## config.mk

```make
export PLATFORM = sky130hd
export DESIGN_NAME = spi_io_skew
export DESIGN_NICKNAME = d
export VERILOG_FILES = /design/src/rtl/spi_skew_pkg.sv /design/src/rtl/skew_line.sv /design/src/rtl/skew_cfg_hold.sv /design/src/rtl/skew_capture.sv /design/src/rtl/spi_io_skew.sv
export SDC_FILE = /design/constraint.sdc
export NUM_CORES = 1
export LEC_CHECK = 0
export ABC_AREA = 1
export BUFFER_PORTS_ARGS = -buffer_cell sky130_fd_sc_hd__buf_2
export CAP_MARGIN = 20
export CORE_AREA = 4 4 62 59
export DETAILED_ROUTE_END_ITERATION = 8
export DIE_AREA = 0 0 66 63
export PLACE_DENSITY_LB_ADDON = 0.25
export RECOVER_POWER = 100
export SKIP_LAST_GASP = 1
export SYNTH_ARGS = -nofsm -noshare
export SYNTH_HDL_FRONTEND = slang
export SYNTH_SLANG_ARGS = --single-unit
```

## constraint.sdc

```tcl
create_clock -name clk -period 1.8 [get_ports clk]
set_clock_uncertainty 0.15 [all_clocks]
set_input_delay 0.36 -clock clk [delete_from_list [all_inputs] [get_ports clk]]
set_output_delay 0.36 -clock clk [all_outputs]
set_load 0.05 [all_outputs]
```

## src/rtl/spi_skew_pkg.sv

```systemverilog
package spi_skew_pkg;
  localparam int CODE_W  = 2;
  localparam int MAX_DLY = (1 << CODE_W) - 1;

  typedef struct packed {
    logic [CODE_W-1:0] out_dly;
    logic [CODE_W-1:0] in_dly;
    logic [CODE_W-1:0] capture;
  } skew_cfg_t;
endpackage

```

## src/rtl/skew_line.sv

```systemverilog
module skew_line #(
  parameter int DEPTH = 3
) (
  input  logic           clk,
  input  logic           rst,
  input  logic           d,
  output logic [DEPTH:0] taps
);
  logic [DEPTH:1] stg;

  for (genvar k = 1; k <= DEPTH; k++) begin : g_stage
    if (k == 1) begin : g_first
      always_ff @(posedge clk) begin
        if (rst) stg[k] <= 1'b0;
        else     stg[k] <= d;
      end
    end else begin : g_next
      always_ff @(posedge clk) begin
        if (rst) stg[k] <= 1'b0;
        else     stg[k] <= stg[k-1];
      end
    end
  end

  // tap k is the input k cycles ago; tap 0 is the live input
  assign taps = {stg, d};
endmodule

```

## src/rtl/skew_cfg_hold.sv

```systemverilog
module skew_cfg_hold
  import spi_skew_pkg::*;
#(
  parameter int NOM_TAP = 2
) (
  input  logic      clk,
  input  logic      rst,
  input  logic      idle,
  input  skew_cfg_t cfg_in,
  output skew_cfg_t cfg_q
);
  always_ff @(posedge clk) begin
    if (rst) begin
      cfg_q.out_dly <= '0;
      cfg_q.in_dly  <= '0;
      cfg_q.capture <= CODE_W'(NOM_TAP);
    end else if (idle) begin
      cfg_q <= cfg_in;
    end
  end
endmodule

```

## src/rtl/skew_capture.sv

```systemverilog
module skew_capture
  import spi_skew_pkg::*;
#(
  parameter int NOM_TAP = 2,
  localparam int DLEN   = NOM_TAP + MAX_DLY,
  localparam int IDX_W  = $clog2(DLEN + 1)
) (
  input  logic             clk,
  input  logic             rst,
  input  logic [MAX_DLY:0] strb_taps,
  input  logic [DLEN:0]    data_taps,
  input  skew_cfg_t        cfg,
  output logic             rx_bit,
  output logic             rx_valid
);
  logic [IDX_W-1:0] didx;
  logic             fire;
  logic             dsel;

  // the strobe tap picks when to capture; the data tap is fixed at
  // nominal alignment plus the input delay, so early taps read older data
  assign didx = IDX_W'(NOM_TAP) + IDX_W'(cfg.in_dly);
  assign fire = strb_taps[cfg.capture];
  assign dsel = data_taps[didx];

  always_ff @(posedge clk) begin
    if (rst) begin
      rx_bit   <= 1'b0;
      rx_valid <= 1'b0;
    end else begin
      rx_valid <= fire;
      if (fire) rx_bit <= dsel;
    end
  end
endmodule

```

## src/rtl/spi_io_skew.sv

```systemverilog
module spi_io_skew
  import spi_skew_pkg::*;
#(
  parameter int NOM_TAP = 2
) (
  input  logic              clk,
  input  logic              rst,
  input  logic              eng_idle,
  input  logic              strobe_in,
  input  logic              miso_pin,
  input  logic              mosi_core,
  input  logic [CODE_W-1:0] cfg_out_dly,
  input  logic [CODE_W-1:0] cfg_in_dly,
  input  logic [CODE_W-1:0] cfg_capture,
  output logic              mosi_pin,
  output logic              rx_bit,
  output logic              rx_valid
);
  localparam int DLEN = NOM_TAP + MAX_DLY;

  skew_cfg_t          cfg_in;
  skew_cfg_t          cfg_q;
  logic [MAX_DLY:0]   mosi_taps;
  logic [MAX_DLY:0]   strb_taps;
  logic [DLEN:0]      miso_taps;

  assign cfg_in.out_dly = cfg_out_dly;
  assign cfg_in.in_dly  = cfg_in_dly;
  assign cfg_in.capture = cfg_capture;

  skew_cfg_hold #(.NOM_TAP(NOM_TAP)) u_cfg (
    .clk(clk), .rst(rst), .idle(eng_idle), .cfg_in(cfg_in), .cfg_q(cfg_q)
  );

  skew_line #(.DEPTH(MAX_DLY)) u_mosi_line (
    .clk(clk), .rst(rst), .d(mosi_core), .taps(mosi_taps)
  );

  skew_line #(.DEPTH(MAX_DLY)) u_strb_line (
    .clk(clk), .rst(rst), .d(strobe_in), .taps(strb_taps)
  );

  skew_line #(.DEPTH(DLEN)) u_miso_line (
    .clk(clk), .rst(rst), .d(miso_pin), .taps(miso_taps)
  );

  always_ff @(posedge clk) begin
    if (rst) mosi_pin <= 1'b0;
    else     mosi_pin <= mosi_taps[cfg_q.out_dly];
  end

  skew_capture #(.NOM_TAP(NOM_TAP)) u_cap (
    .clk(clk), .rst(rst), .strb_taps(strb_taps), .data_taps(miso_taps),
    .cfg(cfg_q), .rx_bit(rx_bit), .rx_valid(rx_valid)
  );
endmodule

```

==> results of run 1 <==
[area by class of cell]
type,count,area [um^2]
clock buffer,3,22.5
tap,42,52.6
sequential,20,400
multi-input combinational,51,249
inverter,19,71.3
timing repair buffer,14,67.6
fill,324,2110
[worst min-delay path by stage]
stage / depth (start not counted) / startpoint / end
2_1_floorplan: 2 / u_miso_line.taps[1] / u_miso_line.taps[2]
3_3_place_gp: 2 / u_miso_line.taps[1] / u_miso_line.taps[2]
3_5_place_dp: 2 / u_miso_line.taps[1] / u_miso_line.taps[2]
4_1_cts: 3 / miso_pin / u_miso_line.taps[1]
5_1_grt: 3 / miso_pin / u_miso_line.taps[1]
6_report: 3 / miso_pin / u_miso_line.taps[1]
[sequential cells by signal, summed over array words and instances, names as in the netlist]
signal / cells
mosi_pin: 1
u_cap.rx_bit: 1
u_mosi_line.taps: 3
u_cfg.cfg_q: 6
u_strb_line.taps: 3
u_miso_line.taps: 5
u_cap.rx_valid: 1
[power groups by stage]
stage | logic, mW | clock network (mW) | registers [mW]
floorplan | 0.0516 | 0 | 0.499
finish | 0.0908 | 0.200 | 0.475
CTS | 0.0927 | 0.217 | 0.475
global route | 0.104 | 0.236 | 0.478
global placement | 0.0915 | 0 | 0.485
detailed placement | 0.0922 | 0 | 0.485
[routing by layer]
metal / GRT usage / routed length [um]
met1: 0.0841 / 612
met2: 0.103 / 534
met3: 0.0396 / 105
met4: 0.0228 / 0
met5: 0 / 0
[worst min-delay path, stage by stage]
cell	delay, ps
buf_2	90
inv_1	40
nor2_1	30
[per-stage QoR]
stage	power [mW]	setup slack, ps
6_report	0.766	224
5_1_grt	0.818	169
4_1_cts	0.785	354
3_5_place_dp	0.578	702
3_3_place_gp	0.577	709
2_1_floorplan	0.550	673
[Yosys cell counts]
| cell type | n | area, um^2 |
|---|---|---|
| dfxtp_1 | 20 | 400 |
| inv_1 | 17 | 63.8 |
| nor2_1 | 17 | 63.8 |
| nand2_1 | 13 | 48.8 |
| a211oi_1 | 5 | 37.5 |
| a21oi_1 | 4 | 20.0 |
| nand2_2 | 4 | 25.0 |
| o21ai_0 | 3 | 15.0 |
| buf_2 | 2 | 10.0 |
| inv_2 | 2 | 7.51 |
| nand3_1 | 2 | 10.0 |
| nand3_2 | 2 | 20.0 |
| a21oi_2 | 1 | 8.76 |
[cell families after synthesis]
logic type	after synthesis	share of synthesized area
compound gates	13	0.111
flops	20	0.548
simple gates	38	0.229
buf+inv	21	0.111
[layout by cell type (no fill, tap or decap)]
cell / Yosys / layout
nand2_2: 4 / 4
dfxtp_1: 20 / 20
nand2_1: 13 / 13
inv_2: 2 / 1
o21ai_0: 3 / 3
clkbuf_1: 0 / 2
nand3_1: 2 / 2
clkbuf_4: 0 / 3
a21oi_2: 1 / 1
inv_1: 17 / 18
nor2_1: 17 / 17
buf_2: 2 / 12
a211oi_1: 5 / 5
a21oi_1: 4 / 4
nand3_2: 2 / 2
==> impl_results.md, run 1 <==
* Cell Int Power at 0.574 mW
* Crit path kind: flip-flop to output pin
* CP Launch Point: u_cap.rx_valid
* Status: finished clean
* CTS tree: done
* Final Hold Viols at 0
* Reg2Reg Setup Slack at 710 ps
* Seq pwr share at 0.620
* Sw frac at 0.250
* Antenna Diode Count at 0
* FF-to-FF End: u_cap.rx_bit
* Slowest CP cell: clkbuf_1
* Worst VDD drop at 0.000396 V
* RSZ-0062 raised after global routing: no
* Initial Util at 0.246
* Die area at 4160 um^2
* Via count at 566
* Crit path time final at 1580 ps
* Die H at 63 um
* Final period util at 0.876
* Post_cts resized at 0
* Die Width at 66 um
* Sw Pwr at 0.192 mW
* Num CTS Buffers at 3
* Final setup violation count at 0
* Non-Filler Instances at 149
* FF-to-FF Start: u_cfg.cfg_q[0]
* CP peak stage delay at 460 ps
* Syn Area/Cell at 7.94 um^2
* Critical path cell sequence: clkbuf_1
* CP required at 1290 ps
* Crit path to: rx_valid
* IO buf count at 14
* Share of cells above drive strength 1 at 0.215
* Antenna-violating nets left at 0
* Combinational power share at 0.119
* # IOs at 15
* #FFs+latches synth at 20
* Slew headroom at 0.420
* Detailed Routing Iterations Pass 1 at 4
* Worst skew pair latency at 290 ps
* Clk root buf: clkbuf_4
* Worst slew pin tran at 870 ps
* Critical path depth at 1
* Fmax at 0.635 GHz
* Syn Inst Count at 92
* Clk pin slew, worst setup/hold paths at 100 ps
* Initial DRC count at 21
* Worst hold path class: primary input to flip-flop
* Vias in the first global route at 517
* Worst Path Max Fanout at 1
* Worst R2R Path Depth at 7
* Finished Cell Area at 863 um^2
* Post-synth cell types at 13
* Ys Warns at 0
* Placed inst area at 843 um^2
* Mapped cell area at 731 um^2
* Seq/Total Area, Yosys at 0.548
* Routed WL at 1250 um
* Crit. End Element: output pin
* Post-layout util at 0.291
* First-pass GRT wire length at 2190 um
* Core area at 2970 um^2
* Clock share of power at 0.261
* Pwr Density at 887 nW/um^2
* GRT Residual Overflow at 0
* Detailed Place HPWL at 928 um
* Synthesized Nets at 104
* Worst path arrival time at 1070 ps
* Max-cap violations at 0
* Setup_tns at 0 ps
* Largest net degree at the start of global routing at 21
* Gr usage total at 0.0694
* Area growth syn-to-layout at 18.2%
* Nets at 121
* Bufs and invs on worst path at 1
* Startpoint types: flip-flop
* H-tree depth at 1
* Row count at 19
* DR WL/cell at 8.40 um
* Vias per inst at 3.80
* Final slew viol count at 0
* Post-CTS Setup Repair Bufs at 0
* Hold_buf cts at 0
* Initial antenna violation count at 0
* Hold slack at 117 ps
* CTS Sinks at 20
* Gp weighted congestion at 0.757
* Delay-heaviest family, CP: buffers and inverters
* Drt drc at 0
* Placed cell count at 146
* Pleak at 0.401 nW
* Clock buffer depth at 2
(Power assumes the default switching activity.)
==> inputs of run 2 (changes only) <==
--- a/config.mk
+++ b/config.mk
@@ -8,9 +8,10 @@
 export ABC_AREA = 1
 export BUFFER_PORTS_ARGS = -buffer_cell sky130_fd_sc_hd__buf_2
 export CAP_MARGIN = 20
-export CORE_AREA = 4 4 62 59
+export CORE_AREA = 4 4 60 62
 export DETAILED_ROUTE_END_ITERATION = 8
-export DIE_AREA = 0 0 66 63
+export DIE_AREA = 0 0 64 66
+export MAX_ROUTING_LAYER = met4
 export PLACE_DENSITY_LB_ADDON = 0.25
 export RECOVER_POWER = 100
 export SKIP_LAST_GASP = 1
==> run 2 against run 1 <==
Utilization is 0.46 points lower; non-clock buffer count stayed put; cell area grew 0.29%; worst hold slack lost 2.5 ps; sequential cell count is the same; register-to-register slack worse by 30 ps; critical endpoint unchanged; largest cell class unchanged; largest power group unchanged.
==> impl_results.md, run 2 (synthesis gave the netlist of run 1 again) <==
* H-tree depth at 1 (unchanged)
* Row count at 20 (+1)
* Vias in the first global route at 561 (+8.5%)
* Startpoint types: flip-flop
* Setup_tns at 0 ps (unchanged)
* Initial antenna violation count at 0 (unchanged)
* Worst hold path class: primary input to flip-flop
* DP Worst Slack at 690 ps (-12.3 ps)
* Final Hold Viols at 0 (unchanged)
* IO buf count at 14 (unchanged)
* Gr usage total at 0.0745 (+0.00505)
* Post-CTS Setup Repair Bufs at 0 (unchanged)
* Hold_buf cts at 0 (unchanged)
* Clock buffer depth at 2 (unchanged)
* Die H at 66 um (+4.8%)
* Worst path arrival time at 1070 ps (about the same)
* Clk pin slew, worst setup/hold paths at 110 ps (about the same)
* CP peak stage delay at 460 ps (about the same)
* Area growth syn-to-layout at 18.5%
* Gp weighted congestion at 0.733 (-3.2%)
* Final setup violation count at 0 (unchanged)
* Bufs and invs on worst path at 1 (unchanged)
* Crit path time final at 1580 ps (+3.74 ps)
* Crit. End Element: output pin
* Largest Register: u_cfg.cfg_q
* Antenna-violating nets left at 0 (unchanged)
* Delay-heaviest family, CP: buffers and inverters
* Worst VDD drop at 0.000280 V (-29%)
* Hold slack at 115 ps (-2.49 ps)
* Critical path cell sequence: clkbuf_1
* First-pass GRT wire length at 2350 um (+7.3%)
* Routed WL at 1380 um (+10%)
* Drt drc at 0 (unchanged)
* Post_cts resized at 0 (unchanged)
* Crit path kind: flip-flop to output pin
* Die Width at 64 um (-3.0%)
* CP required at 1290 ps (about the same)
* Detailed Place HPWL at 1010 um (+8.9%)
* DR WL/cell at 9.14 um (+8.8%)
* CTS tree: done
* # IOs at 15 (unchanged)
* Most frequent cells in the layout: 20 x dfxtp_1, 18 x inv_1, 17 x nor2_1
* Reg2Reg Setup Slack at 680 ps (-30 ps)
* Final setup margin at 220 ps (-3.74 ps)
* Nets at 121 (unchanged)
* CTS Sinks at 20 (unchanged)
* Initial DRC count at 25 (+19%)
* Core area at 3030 um^2 (+1.9%)
* Slowest CP cell: clkbuf_1
* Status: finished clean
* Max reg flops at 6 (unchanged)
* Via count at 572 (+1.1%)
* Worst slew pin tran at 925 ps (+55.3 ps)
* Num CTS Buffers at 3 (unchanged)
* Detailed Routing Iterations Pass 1 at 4 (unchanged)
* Slew headroom at 0.383 (-0.0369)
* Share of cells above drive strength 1 at 0.215 (unchanged)
* Final slew viol count at 0 (unchanged)
* Max-cap violations at 0 (unchanged)
* Antenna Diode Count at 0 (unchanged)
* Largest net degree at the start of global routing at 21 (unchanged)
* Clk root buf: clkbuf_4
* Fmax at 0.633 GHz (-0.24%)
* Vias per inst at 3.79 (-0.28%)
* Pwr Density at 894 nW/um^2 (+0.78%)
* RSZ-0062 raised after global routing: no
* Pleak at 0.401 nW (unchanged)
* GRT Residual Overflow at 0 (unchanged)
* Worst Path Max Fanout at 1 (unchanged)
* Commonest non-fill, non-tap cell in the layout: dfxtp_1
* Final period util at 0.878 (+0.00208)
* Die area at 4220 um^2 (+1.6%)
* Worst skew pair latency at 290 ps (about the same)
* Initial Util at 0.241 (-0.00457)
run 2: cell counts in the layout (fill, tap and decap cells not counted):
Identical to the previous run, type by type.
run 2: cell type report:
| class | count | area (um^2) |
|---|---|---|
| clock buffer | 3 | 22.5 |
| timing repair buffer | 14 | 67.6 |
| tap | 44 | 55.1 |
| fill | 344 | 2160 |
| sequential | 20 | 400 |
| inverter | 19 | 71.3 |
| multi-input combinational | 51 | 249 |
run 2: through the flow:
stage	utilization	instance area, um^2	instances	power (mW)
floorplan	-	731	92	0.550
global placement	0.279	846	148	0.579
detailed placement	0.279	846	148	0.579
CTS	0.287	868	151	0.790
global route	0.286	866	151	0.817
finish	0.286	866	151	0.774
run 2: routing by layer:
metal	GRT usage	part of all wire
met1	0.0933	0.54
met3	0.0187	0.039
met4	0.0485	0.0065
met2	0.106	0.42
met5	-	0
run 2: path summary, 6_finish.rpt:
path,from,to,depth (start not counted)
worst max-delay path,u_cap.rx_valid,rx_valid,1
worst min-delay path,miso_pin,u_miso_line.taps[1],3
worst max register to register,u_cfg.cfg_q[0],u_cap.rx_bit,7
worst min register to register,u_miso_line.taps[1],u_miso_line.taps[2],2
run 2: where the power goes:
group	leakage [nW]	internal (mW)	switching, mW
Sequential	0.165	0.465	0.0109
Combinational	0.223	0.0317	0.0596
Clock	0.0138	0.0778	0.129
run 2: worst min-delay path, delay by kind of cell:
family / cells / cell delay (ps)
buf+inv: 2 / 100
simple gates: 1 / 60
==> inputs of run 3 (changes only) <==
--- a/config.mk
+++ b/config.mk
@@ -8,13 +8,14 @@
 export ABC_AREA = 1
 export BUFFER_PORTS_ARGS = -buffer_cell sky130_fd_sc_hd__buf_2
 export CAP_MARGIN = 20
-export CORE_AREA = 4 4 60 62
+export CORE_AREA = 4 4 63 65
 export DETAILED_ROUTE_END_ITERATION = 8
-export DIE_AREA = 0 0 64 66
+export DIE_AREA = 0 0 67 69
 export MAX_ROUTING_LAYER = met4
 export PLACE_DENSITY_LB_ADDON = 0.25
 export RECOVER_POWER = 100
 export SKIP_LAST_GASP = 1
 export SYNTH_ARGS = -nofsm -noshare
 export SYNTH_HDL_FRONTEND = slang
+export SYNTH_HIERARCHICAL = 1
 export SYNTH_SLANG_ARGS = --single-unit
==> run 3 against run 2 <==
Wire length decreased by 4.7%; worst hold slack improved by 4.4 ps; critical path depth unchanged; worst setup slack got worse by 8.0 ps; first-iteration DRC count decreased by 76%; critical endpoint is now mosi_pin.
==> impl_results.md, run 3 <==
* DR WL/cell at 7.35 um (-20%)
* Startpoint types: flip-flop
* Nets at 147 (+21%)
* Sw Pwr at 0.201 mW (+0.95%)
* Setup_tns at 0 ps (unchanged)
* Seq pwr share at 0.614 (about the same)
* Via count at 627 (+9.6%)
* Worst skew pair latency at 290 ps (about the same)
* Fmax at 0.630 GHz (-0.50%)
* Syn Inst Count at 119 (+29%)
* Clock buffer depth at 2 (unchanged)
* Largest net degree at the start of global routing at 16 (-24%)
* Worst hold path class: primary input to flip-flop
* Finished Cell Area at 937 um^2 (+8.2%)
* Worst R2R Path Depth at 7 (unchanged)
* Post_cts resized at 0 (unchanged)
* Initial DRC count at 6 (-76%)
* Detailed Place HPWL at 1010 um (-0.34%)
* Reg2Reg Setup Slack at 700 ps (+20 ps)
* Mapped cell area at 820 um^2 (+12%)
* Worst slew pin tran at 667 ps (-259 ps)
* Worst VDD drop at 0.000201 V (-28%)
* Gp weighted congestion at 0.707 (-3.5%)
* Die H at 69 um (+4.5%)
* Share of cells above drive strength 1 at 0.143 (-0.0721)
* GRT Residual Overflow at 0 (unchanged)
* Ys Warns at 6 (+6)
* Bufs and invs on worst path at 1 (unchanged)
* Clock share of power at 0.262 (-0.005)
* CP required at 1290 ps (about the same)
* Status: finished clean
* FF-to-FF End: u_cap/rx_bit
* Hold_buf cts at 0 (unchanged)
* Row count at 21 (+5.0%)
* Clk root buf: clkbuf_4
* RSZ-0062 raised after global routing: no
* Max reg flops at 6 (unchanged)
* CTS Sinks at 20 (unchanged)
* Critical path depth at 1 (unchanged)
* Cell Int Power at 0.577 mW (+0.47%)
* FF-to-FF Start: u_cfg/cfg_q[0]
* Commonest non-fill, non-tap cell in the layout: inv_1
* H-tree depth at 1 (unchanged)
* IO buf count at 14 (unchanged)
* Final period util at 0.882 (+0.00444)
* Sw frac at 0.259 (+0.000923)
* Final Hold Viols at 0 (unchanged)
* Antenna-violating nets left at 0 (unchanged)
* Num CTS Buffers at 3 (unchanged)
* Initial Util at 0.246 (+0.00427)
* Critical path cell sequence: clkbuf_1
* Pwr Density at 831 nW/um^2 (-7.1%)
* Vias per inst at 3.50 (-7.5%)
* Delay-heaviest family, CP: buffers and inverters
* Vias in the first global route at 524 (-6.6%)
* Die area at 4620 um^2 (+9.4%)
* Post-CTS Setup Repair Bufs at 0 (unchanged)
* Die Width at 67 um (+4.7%)
* Largest Register: u_cfg/cfg_q
* Crit path time final at 1590 ps (+7.99 ps)
* Routed WL at 1320 um (-4.7%)
* Syn Area/Cell at 6.89 um^2 (-13%)
* Initial antenna violation count at 0 (unchanged)
* Final setup violation count at 0 (unchanged)
* Pleak at 0.491 nW (+22%)
* Drt drc at 0 (unchanged)
* Core area at 3340 um^2 (+10%)
* Min-Delay Path Depth at 3 (unchanged)
* Crit. End Element: output pin
* Max-cap violations at 0 (unchanged)
* Worst path arrival time at 1080 ps (about the same)
* Detailed Routing Iterations Pass 1 at 2 (-2)
* Slew headroom at 0.555 (+0.172)
* Crit path to: mosi_pin
* CTS tree: done
* Antenna Diode Count at 0 (unchanged)
* Synthesized Nets at 131 (+26%)
* Area growth syn-to-layout at 14.4%
* # IOs at 15 (unchanged)
* Combinational power share at 0.124 (+0.006)
* Final slew viol count at 0 (unchanged)
* CP Launch Point: mosi_pin
* Slowest CP cell: clkbuf_1
* First-pass GRT wire length at 2210 um (-5.9%)
* Gr usage total at 0.0633 (-0.0112)
* Worst Path Max Fanout at 1 (unchanged)
* CP peak stage delay at 460 ps (about the same)
* Clk pin slew, worst setup/hold paths at 100 ps (about the same)
* Crit path kind: flip-flop to output pin
* Placed inst area at 921 um^2 (+8.9%)
* Most frequent cells in the layout: 32 x inv_1, 31 x nand2_1, 22 x nor2_1
==> run 3: per-layer routing <==
layer / global-route usage / up-vias / wire (um)
li1: - / 362 / -
met1: 0.0820 / 253 / 675
met2: 0.0830 / 10 / 558
met3: 0.00974 / 2 / 53
met4: 0.0541 / 0 / 27
met5: - / - / 0
==> run 3: through the flow <==
| step | power (mW) | cells | setup slack (ps) | util | hold slack [ps] |
|---|---|---|---|---|---|
| after floorplan | 0.561 | 119 | 687 | - | 238 |
| after detailed placement | 0.588 | 176 | 594 | 0.276 | 245 |
| final | 0.778 | 179 | 212 | 0.281 | 119 |
| after global placement | 0.586 | 176 | 627 | 0.276 | 243 |
| after global routing | 0.818 | 179 | 176 | 0.281 | 116 |
| after CTS | 0.790 | 179 | 372 | 0.283 | 114 |
==> run 3: area by class of cell <==
class / count / area [um^2]
inverters: 32 / 120
fillers: 390 / 2400
well taps: 46 / 57.6
clock buffers: 3 / 22.5
repair buffers: 14 / 66.3
multi-input cells: 64 / 270
flip-flops and latches: 20 / 400
==> run 3: worst min path at each step <==
stage                              from                   to  slack (ps)
floorplan           u_miso_line/taps[1]  u_miso_line/taps[2]         240
global placement    u_miso_line/taps[1]  u_miso_line/taps[2]         240
detailed placement  u_miso_line/taps[1]  u_miso_line/taps[2]         240
CTS                            miso_pin  u_miso_line/taps[1]         110
global route                   miso_pin  u_miso_line/taps[1]         120
finish                         miso_pin  u_miso_line/taps[1]         120
==> run 3: worst min-delay path, delay by kind of cell <==
kind | cells | cell delay [ps]
buf+inv | 2 | 130
simple gates | 1 | 30
==> run 3: power groups by stage <==
stage	Clock [mW]	Sequential, mW	Combinational, mW
after floorplan	0	0.501	0.0596
after global placement	0	0.488	0.0973
after detailed placement	0	0.489	0.0993
after CTS	0.212	0.479	0.0998
after global routing	0.226	0.482	0.111
final	0.204	0.478	0.0966
